==> src/rtl/adbus_pkg.sv <==
package adbus_pkg;
  typedef enum logic [1:0] {
    ST_IDLE   = 2'd0,
    ST_ALE    = 2'd1,
    ST_STROBE = 2'd2,
    ST_HOLD   = 2'd3
  } bus_state_e;
endpackage

==> src/rtl/adbus_waitctr.sv <==
module adbus_waitctr #(
  parameter int WAIT_W   = 5,
  parameter int MIN_WAIT = 2
) (
  input  logic              clk,
  input  logic              rst_n,
  input  logic              load,
  input  logic [WAIT_W-1:0] cfg,
  output logic              last
);
  localparam logic [WAIT_W-1:0] MIN_V = WAIT_W'(MIN_WAIT);

  logic [WAIT_W-1:0] cnt_q;
  logic [WAIT_W-1:0] eff;

  always_comb eff = (cfg < MIN_V) ? MIN_V : cfg;

  always_ff @(posedge clk or negedge rst_n) begin
    if (!rst_n)              cnt_q <= '0;
    else if (load)           cnt_q <= eff - WAIT_W'(1);
    else if (cnt_q != '0)    cnt_q <= cnt_q - WAIT_W'(1);
  end

  assign last = (cnt_q == '0);
endmodule

==> src/rtl/adbus_packer.sv <==
module adbus_packer #(
  parameter int WORD_W = 32,
  parameter int AD_W   = 16
) (
  input  logic                            clk,
  input  logic                            rst_n,
  input  logic                            load,
  input  logic [WORD_W-1:0]               load_data,
  input  logic                            wide,
  input  logic [$clog2(WORD_W/8)-1:0]     idx,
  input  logic                            capture,
  input  logic [AD_W-1:0]                 cap_data,
  output logic [AD_W-1:0]                 unit_out,
  output logic [WORD_W-1:0]               word_out
);
  localparam int NB    = WORD_W / 8;
  localparam int IDX_W = $clog2(NB);

  logic [WORD_W-1:0] word_q;

  always_comb begin
    if (wide) unit_out = word_q[16*idx +: 16];
    else      unit_out = {{(AD_W-8){1'b0}}, word_q[8*idx +: 8]};
  end

  for (genvar b = 0; b < NB; b++) begin : g_lane
    logic       hit;
    logic [7:0] src;
    always_comb begin
      hit = wide ? (idx == IDX_W'(b/2)) : (idx == IDX_W'(b));
      src = wide ? cap_data[(b%2)*8 +: 8] : cap_data[7:0];
    end
    always_ff @(posedge clk or negedge rst_n) begin
      if (!rst_n)              word_q[b*8 +: 8] <= '0;
      else if (load)           word_q[b*8 +: 8] <= load_data[b*8 +: 8];
      else if (capture && hit) word_q[b*8 +: 8] <= src;
    end
  end

  assign word_out = word_q;
endmodule

==> src/rtl/adbus_master.sv <==
module adbus_master
  import adbus_pkg::*;
#(
  parameter int ADDR_W   = 24,
  parameter int AD_W     = 16,
  parameter int WORD_W   = 32,
  parameter int WAIT_W   = 5,
  parameter int MIN_WAIT = 2
) (
  input  logic              clk,
  input  logic              rst_n,
  input  logic              cfg_wide,
  input  logic [WAIT_W-1:0] cfg_wait,
  input  logic              req_valid,
  output logic              req_ready,
  input  logic              req_write,
  input  logic              req_pack,
  input  logic [ADDR_W-1:0] req_addr,
  input  logic [WORD_W-1:0] req_wdata,
  output logic              rsp_done,
  output logic [WORD_W-1:0] rsp_rdata,
  output logic              ale,
  output logic              rd_n,
  output logic              wr_n,
  output logic [AD_W-1:0]   ad_out,
  output logic [1:0]        ad_oe,
  input  logic [AD_W-1:0]   ad_in
);
  localparam int LOW_W  = AD_W / 2;
  localparam int PAGE_W = ADDR_W - LOW_W;
  localparam int NB     = WORD_W / 8;
  localparam int IDX_W  = $clog2(NB);
  localparam logic [IDX_W-1:0] LAST_BYTE = IDX_W'(NB - 1);
  localparam logic [IDX_W-1:0] LAST_HALF = IDX_W'(NB/2 - 1);

  bus_state_e        state_q;
  logic              wr_q, wide_q, pack_q, done_q;
  logic [ADDR_W-1:0] addr_q, nxt_addr;
  logic [IDX_W-1:0]  idx_q, last_idx;
  logic [PAGE_W-1:0] page_q;
  logic              page_ok_q;
  logic              accept, ale_acc, ale_nxt, at_last, ctr_load, ctr_last, capture;
  logic [AD_W-1:0]   unit_w;

  assign req_ready = (state_q == ST_IDLE);
  assign accept    = req_valid && req_ready;
  assign nxt_addr  = addr_q + ADDR_W'(1);
  assign last_idx  = !pack_q ? '0 : (wide_q ? LAST_HALF : LAST_BYTE);
  assign at_last   = (idx_q == last_idx);

  always_comb begin
    ale_acc = cfg_wide || !page_ok_q || (page_q != req_addr[ADDR_W-1:LOW_W]);
    ale_nxt = wide_q || !page_ok_q || (page_q != nxt_addr[ADDR_W-1:LOW_W]);
  end

  assign ctr_load = (accept && !ale_acc) || (state_q == ST_ALE) ||
                    (state_q == ST_HOLD && !at_last && !ale_nxt);
  assign capture  = (state_q == ST_STROBE) && !wr_q && ctr_last;

  always_ff @(posedge clk or negedge rst_n) begin
    if (!rst_n) begin
      state_q   <= ST_IDLE;
      wr_q      <= 1'b0;
      wide_q    <= 1'b0;
      pack_q    <= 1'b0;
      addr_q    <= '0;
      idx_q     <= '0;
      page_q    <= '0;
      page_ok_q <= 1'b0;
      done_q    <= 1'b0;
    end else begin
      done_q <= 1'b0;
      unique case (state_q)
        ST_IDLE: if (accept) begin
          wr_q    <= req_write;
          wide_q  <= cfg_wide;
          pack_q  <= req_pack;
          addr_q  <= req_addr;
          idx_q   <= '0;
          state_q <= ale_acc ? ST_ALE : ST_STROBE;
        end
        ST_ALE: begin
          page_q    <= addr_q[ADDR_W-1:LOW_W];
          page_ok_q <= !wide_q;
          state_q   <= ST_STROBE;
        end
        ST_STROBE: if (ctr_last) state_q <= ST_HOLD;
        ST_HOLD: begin
          if (at_last) begin
            done_q  <= 1'b1;
            state_q <= ST_IDLE;
          end else begin
            idx_q   <= idx_q + IDX_W'(1);
            addr_q  <= nxt_addr;
            state_q <= ale_nxt ? ST_ALE : ST_STROBE;
          end
        end
        default: state_q <= ST_IDLE;
      endcase
    end
  end

  adbus_waitctr #(.WAIT_W(WAIT_W), .MIN_WAIT(MIN_WAIT)) u_wait (
    .clk  (clk),
    .rst_n(rst_n),
    .load (ctr_load),
    .cfg  (cfg_wait),
    .last (ctr_last)
  );

  adbus_packer #(.WORD_W(WORD_W), .AD_W(AD_W)) u_pack (
    .clk      (clk),
    .rst_n    (rst_n),
    .load     (accept),
    .load_data(req_write ? req_wdata : '0),
    .wide     (wide_q),
    .idx      (idx_q),
    .capture  (capture),
    .cap_data (ad_in),
    .unit_out (unit_w),
    .word_out (rsp_rdata)
  );

  assign rsp_done = done_q;
  assign ale      = (state_q == ST_ALE);
  assign rd_n     = !((state_q == ST_STROBE) && !wr_q);
  assign wr_n     = !((state_q == ST_STROBE) &&  wr_q);

  always_comb begin
    ad_out = '0;
    ad_oe  = 2'b00;
    unique case (state_q)
      ST_ALE: begin
        ad_out = wide_q ? addr_q[AD_W-1:0] : addr_q[ADDR_W-1:LOW_W];
        ad_oe  = 2'b11;
      end
      ST_STROBE, ST_HOLD: begin
        ad_out = wide_q ? unit_w : {addr_q[LOW_W-1:0], unit_w[LOW_W-1:0]};
        ad_oe  = wr_q ? 2'b11 : (wide_q ? 2'b00 : 2'b10);
      end
      default: ;
    endcase
  end
endmodule

==> config.mk <==
export PLATFORM = sky130hd
export DESIGN_NAME = adbus_master
export DESIGN_NICKNAME = d
export VERILOG_FILES = /design/src/rtl/adbus_pkg.sv /design/src/rtl/adbus_waitctr.sv /design/src/rtl/adbus_packer.sv /design/src/rtl/adbus_master.sv
export SDC_FILE = /design/constraint.sdc
export NUM_CORES = 1
export LEC_CHECK = 0
export ABC_AREA = 1
export BUFFER_PORTS_ARGS = -buffer_cell sky130_fd_sc_hd__buf_2
export CAP_MARGIN = 20
export CORE_UTILIZATION = 56
export CTS_BUF_LIST = sky130_fd_sc_hd__clkbuf_4
export DETAILED_ROUTE_END_ITERATION = 10
export GPL_TIMING_DRIVEN = 0
export PLACE_DENSITY_LB_ADDON = 0.08
export SYNTH_ARGS = -nofsm -noshare
export SYNTH_HDL_FRONTEND = slang
export SYNTH_SLANG_ARGS = --single-unit
==> constraint.sdc <==
create_clock -name clk -period 3 [get_ports clk]
set_input_delay 0.15 -clock clk [delete_from_list [all_inputs] [get_ports clk]]
set_output_delay 0.15 -clock clk [all_outputs]
set_load 0.005 [all_outputs]
# Word level (Yosys, flattened, before mapping)
# Index checks and enable logic that the tools add are counted.
[word_totals]
n_memories = 0
latchBits = 0
romBits = 0
register_bits = 86
ram_bits = 0
inputBits = 83
output_inout_bits = 55
elab_cells = 111
[op_classes]
shifts = 2
eq_ne = 12
mux = 39
n_addsub = 4
reduce_logical = 39
bitwise_logic = 0
n_lt_le_gt_ge = 1
mul = 0
div_mod_pow = 0
[ops]
columns = ["cell", "count"]
rows = [
  ["$mux 8", 9],
  ["$mux 16", 3],
  ["$mux 24", 2],
  ["$pmux 24 s2", 1],
  ["$mux 32", 1],
  ["$ne 16x16->1", 2],
  ["$pmux 16 s2", 1],
  ["$shiftx 32x6->8", 1],
  ["$shiftx 32x7->16", 1],
  ["$add 24x1->24 const B", 1],
  ["$mux 2", 11],
  ["$mux 5", 3],
  ["$reduce_bool 2->1", 6],
  ["$logic_and 1x1->1", 11],
  ["$sub 5x1->5 const B", 2],
  ["$eq 2x2->1 const B", 4],
  ["$logic_not 1->1", 8],
  ["$pmux 2 s2", 2],
  ["$pmux 2 s4", 1],
  ["$logic_or 1x1->1", 6],
  ["$logic_not 5->1", 1],
  ["$lt 5x2->1 const B", 1],
  ["$mux 1", 5],
  ["$reduce_bool 5->1", 1],
  ["9 further kinds", 13],
]

# Longest topological paths before layout
[logic_depth]
word_depth = 8
depth_mapped = 21
ltp_nobuf = 21

# Hierarchy
# A second synthesis with hierarchy kept.
[hier_totals]
cells_unflattened = 1042
area_unflattened_um2 = 6630.1
[by_module_without_submodules]
columns = ["module", "cells_each", "instances", "area_per_inst_um2"]
rows = [
  ["adbus_master", 662, 1, 4092.7],
  ["adbus_packer", 328, 1, 2170.8],
  ["adbus_waitctr", 52, 1, 366.6],
]

# Worst setup path after synthesis
# Ideal clock, no wire load.
[synth_timing]
path_kind = "register to register"
start = "reg addr_q[1]"
end = "reg u_wait.cnt_q[2]"
path_buffers = 0
stages_incl_launch_ff = 20
period_less_slack_ps = 2514
setup_ps = 77
required_ps = 2923
setup_slack_ps = 486
arrival_time_ps = 2437
cell_sequence = "dfrtp_1 > ha_1 > nand2_1 > nor2_2 > nand2_2 > inv_2 > nand2_1 > nand2_1 > nand2_1 > nand2_1 > nand2_1 > nor2_1 > nand2_1 > nor2_4 > nand4_4 > nand3b_1 > nand2_2 > ha_1 > or2_1 > a21oi_1"
[synth_via]
elab_chain_cells = 7
[synth_lines]
columns = ["element", "line", "text"]
rows = [
  ["from (decl)", "adbus_master.sv:38", "logic [ADDR_W-1:0] addr_q, nxt_addr;"],
  ["from (signal assigned)", "adbus_master.sv:78", "addr_q <= req_addr;"],
  ["from (signal assigned)", "adbus_master.sv:94", "addr_q <= nxt_addr;"],
  ["$add 24x1->24 (*)", "adbus_master.sv:47", "assign nxt_addr = addr_q + ADDR_W'(1);"],
  ["$ne 16x16->1 (*)", "adbus_master.sv:53", "ale_nxt = wide_q || !page_ok_q || (page_q != nxt_addr[ADDR_W-1:LOW_W]);"],
  ["$logic_or 1x1->1 (*)", "adbus_master.sv:53", ""],
  ["$logic_not 1->1 (*)", "adbus_master.sv:57", "(state_q == ST_HOLD && !at_last && !ale_nxt);"],
  ["$logic_and 1x1->1 (*)", "adbus_master.sv:57", ""],
  ["$logic_or 1x1->1 (*)", "adbus_master.sv:56", "assign ctr_load = (accept && !ale_acc) || (state_q == ST_ALE) ||"],
  ["$mux 5 / $reduce_bool 2->1 (equally long branches)", "n/a", ""],
  ["to (signal assigned)", "adbus_waitctr.sv:20", "else if (load) cnt_q <= eff - WAIT_W'(1);"],
  ["to (signal assigned)", "adbus_waitctr.sv:21", "else if (cnt_q != '0) cnt_q <= cnt_q - WAIT_W'(1);"],
  ["to (decl)", "adbus_waitctr.sv:13", "logic [WAIT_W-1:0] cnt_q;"],
]
# Mark *: on every way between the ends. The rest lies on a longest branch, timed or not.
# A chain may end at the register's enable or synchronous reset.

# Worst setup path in the final report
[layout_timing]
start = "reg addr_q[0]"
end = "reg u_wait.cnt_q[1]"
# The elaborated chain is that of the path after synthesis.

==> flow_metrics.tcl <==
set metrics [dict create \
    path_cells "ha_4, nand2_1, nor2_4, nand2_1, nor2_2, nand2_1, nand3_1, nand2_1, nor2_1, nand2_2, nor2_4, nand4_4, nand2_4, nand2_1, o21ai_2, ha_2, or2_1, inv_1" \
    syn_area_per_cell_sq_um 6.77 \
    power_switching_w 0.00414 \
    vias 7236 \
    synth_cell_types 41 \
    die-width_um 105 \
    gp_congestion 0.948 \
    fin_crit_ns 2.88 \
    required_ns 3.42 \
    grt_pass1_vias 6741 \
    ant_nets 0 \
    reg2reg_depth 18 \
    cp_slowest_cell "dfrtp_2" \
    grt_use_met3 0.0586 \
    wl_um 21600 \
    gr-total-overflow 0 \
    timing.final.crit_share 0.961 \
    placeableCoreArea_sq_mm 0.0103 \
    worstPathMaxFanout 8 \
    busiest_layer "met2" \
    holdCritPathClass "in2reg" \
    placed_area_sq_mm 0.00684 \
    final_area_sq_mm 0.00760 \
    syn_nets 970 \
    crit_top_cell "nand2_1" \
    ios 138 \
    worstSkewPairLatency_ns 0.47 \
    die_h_um 105 \
    p_int_w 0.00379 \
    vias_per_cell 5.91 \
    worst_pin_slew_ns 0.687 \
    status "completed" \
    cts_sinks 86 \
    remaining_drc_errors 0 \
    grt_usage 0.398 \
    met2_usage 0.631 \
    fmax_ghz 0.347 \
    setup_ws_ns 0.118 \
    dpl.hpwl_um 15900 \
    postSynth.asyncResetShare 1.00 \
    cts_htree_levels 3 \
    skew_ns 0.0325 \
    cp.depth 18 \
    grt_antenna_before_repair 0 \
    crit_arrival_ns 3.30 \
    setup_viol 0 \
    whs_path_depth 3 \
    cts_buffers 9 \
    pwr-share-clk 0.101 \
    synth_seq_cells 86 \
    start_util 0.578 \
    peakVddDrop_mv 0.490 \
    rsz0062_at_grt "true" \
    portBuffers 136 \
    netlist_area_sq_mm 0.00596 \
    synth-edff-count 0 \
    die-area_sq_mm 0.0111 \
    nNetsFinal 1173 \
    end_kind "flop" \
    path_delay_family "simple AND/OR/NAND/NOR gates" \
    drt_iter0_markers 699 \
    post-place-ws_ns 0.0200 \
    swShare 0.522 \
    grt_max_degree 68 \
    finalMaxSlewViolations 0 \
    drtPass1Iterations 5 \
    ys.flop_type "dfrtp_1" \
    cap_viol_max_count 0 \
    critPathBufInv 1 \
    clock_path_buffers 2 \
    layout-drive-gt1-share 0.196 \
    area_delta_synth_final_pct 27.4 \
    yosysWarnings 0 \
    p_leak_nw 3.62 \
    fillerInstances 849 \
    cp_slowest_stage_delay_ns 0.45 \
    post_drt_wl_per_cell_um 17.6 \
    cts_root_buf "clkbuf_4" \
    cts_tree "yes" \
    synth-seq-area-share 0.361 \
    clk_pin_slew_ns 0.16 \
    p_seq_frac 0.299 \
    slew_headroom 0.542 \
    use_met1 0.507 \
    hold_viol 0 \
    pwr-share-comb 0.601 \
    path_class "reg2reg" \
    synth_cells 881 \
    antenna_cells 0 \
    rows 37 \
    worst_setup_path_start_kind "flop" \
    p_per_area_mw_per_mm2 1040 \
    grt_pass1_wl_um 34000 \
]
final cells by class:
| class | instances | area (sq um) | share of cell area |
|---|---|---|---|
| Clock inverter | 6 | 86.3 | 0.0114 |
| Buffer | 39 | 156 | 0.0206 |
| Sequential cell | 86 | 2150 | 0.284 |
| Tap cell | 136 | 170 | 0.0224 |
| Inverter | 103 | 387 | 0.0509 |
| Timing Repair Buffer | 192 | 1240 | 0.163 |
| Multi-Input combinational cell | 653 | 3330 | 0.438 |
| Clock buffer | 10 | 75.1 | 0.00988 |
through the flow:
stage          cells  power (W)  hold slack, ns   util  TNS, ns
2_1_floorplan    881    0.00510          -0.146      -        0
6_report        1225    0.00793          0.0125  0.736        0
4_1_cts         1217    0.00761          0.0151  0.724        0
5_1_grt         1225    0.00850          0.0309  0.736   -0.168
3_5_place_dp    1154    0.00678          0.0606  0.663        0
3_3_place_gp    1153    0.00673           0.378  0.660        0
repair_timing:
| item | 4_1_cts | 5_1_grt |
|---|---|---|
| hold endpoints to repair | 127 | 0 |
| pin swaps | 0 | 4 |
| endpoints found under the setup margin | 1 | 28 |
| hold buffers | 47 | 0 |
| resized for setup | 1 | 18 |
| buffers inserted | 0 | 8 |
cell usage in the layout (no fill, tap or decap), types with 5 or more instances in the layout:
master	count
o211ai_1	18
nor2_1	81
dlygate4sd3_1	47
o2111ai_1	7
o221ai_1	7
clkbuf_4	10
buf_2	139
o22ai_1	21
nand4_1	5
clkbuf_1	30
nand3_1	76
o21ai_0	93
a21oi_1	23
inv_1	96
nor2_4	7
a22oi_1	5
dfrtp_1	84
nand2_1	215
a31oi_1	31
buf_4	10
inv_2	5
nor2_2	13
nand2_2	8
worst register-to-register path, stage by stage, from the launching register on:
cell,delay (ns)
dfrtp_2,0.45
ha_4,0.17
nand2_1,0.09
nor2_4,0.17
nand2_1,0.17
nor2_2,0.20
nand2_1,0.09
nand3_1,0.07
nand2_1,0.07
nor2_1,0.13
nand2_2,0.07
nor2_4,0.18
nand4_4,0.14
nand2_4,0.14
nand2_1,0.07
o21ai_2,0.08
ha_2,0.29
or2_1,0.22
inv_1,0.05
power groups by stage:
stage	combinational, W	clock (W)	sequential (W)
2_1_floorplan	0.00292	0	0.00218
3_3_place_gp	0.00437	0	0.00235
3_5_place_dp	0.00444	0	0.00235
4_1_cts	0.00451	0.000777	0.00233
5_1_grt	0.00526	0.000819	0.00242
6_report	0.00477	0.000798	0.00237
synthesized netlist by cell type (3+ instances only):
master	n	area (sq um)
nand2_1	216	811
inv_1	96	360
o21ai_0	93	465
dfrtp_1	86	2150
nor2_1	85	319
nand3_1	76	380
clkbuf_1	32	120
a31oi_1	31	194
a21oi_1	23	115
o22ai_1	21	131
o211ai_1	18	135
nor2_2	11	68.8
nand2_2	8	50.1
o2111ai_1	7	61.3
o221ai_1	7	61.3
ha_1	6	75.1
a22oi_1	5	37.5
inv_2	5	18.8
nand4_1	5	31.3
nor2_4	5	56.3
buf_2	4	20.0
nor3_1	4	20.0
o21a_1	4	30.0
o21ai_1	4	20.0
xnor2_1	4	35.0
xor2_1	4	35.0
nand3b_1	3	22.5
cells by family after synthesis:
family | after synthesis | synth area share
AND/OR/NAND/NOR | 422 | 0.309
flip-flops | 86 | 0.361
XOR/XNOR | 8 | 0.0117
buffers and inverters | 142 | 0.0909
AO/OA/AOI/OAI | 217 | 0.215
adder cells (fa/ha/maj) | 6 | 0.0126
registers in the layout, summed over array words and instances (netlist names):
| signal | cells |
|---|---|
| wr_q | 1 |
| page_q | 16 |
| u_pack.word_out | 32 |
| rsp_done | 1 |
| u_wait.cnt_q | 5 |
| pack_q | 1 |
| state_q | 2 |
| addr_q | 24 |
| idx_q | 2 |
| wide_q | 1 |
| page_ok_q | 1 |
routing by layer:
metal / part of all wire / vias up
li1: - / 3375
met1: 0.38 / 3246
met2: 0.46 / 521
met3: 0.11 / 94
met4: 0.059 / 0
met5: 0 / -
worst paths after layout:
check,endpoint,from,slack [ns]
max,u_wait.cnt_q[1],addr_q[0],0.12
min,addr_q[12],req_addr[12],0.01
max reg2reg,u_wait.cnt_q[1],addr_q[0],0.12
min reg2reg,pack_q,pack_q,0.55
max in group asynchronous,pack_q,rst_n,2.27
min in group asynchronous,addr_q[11],rst_n,0.08
Note: power is estimated with default switching activity, not from simulation.
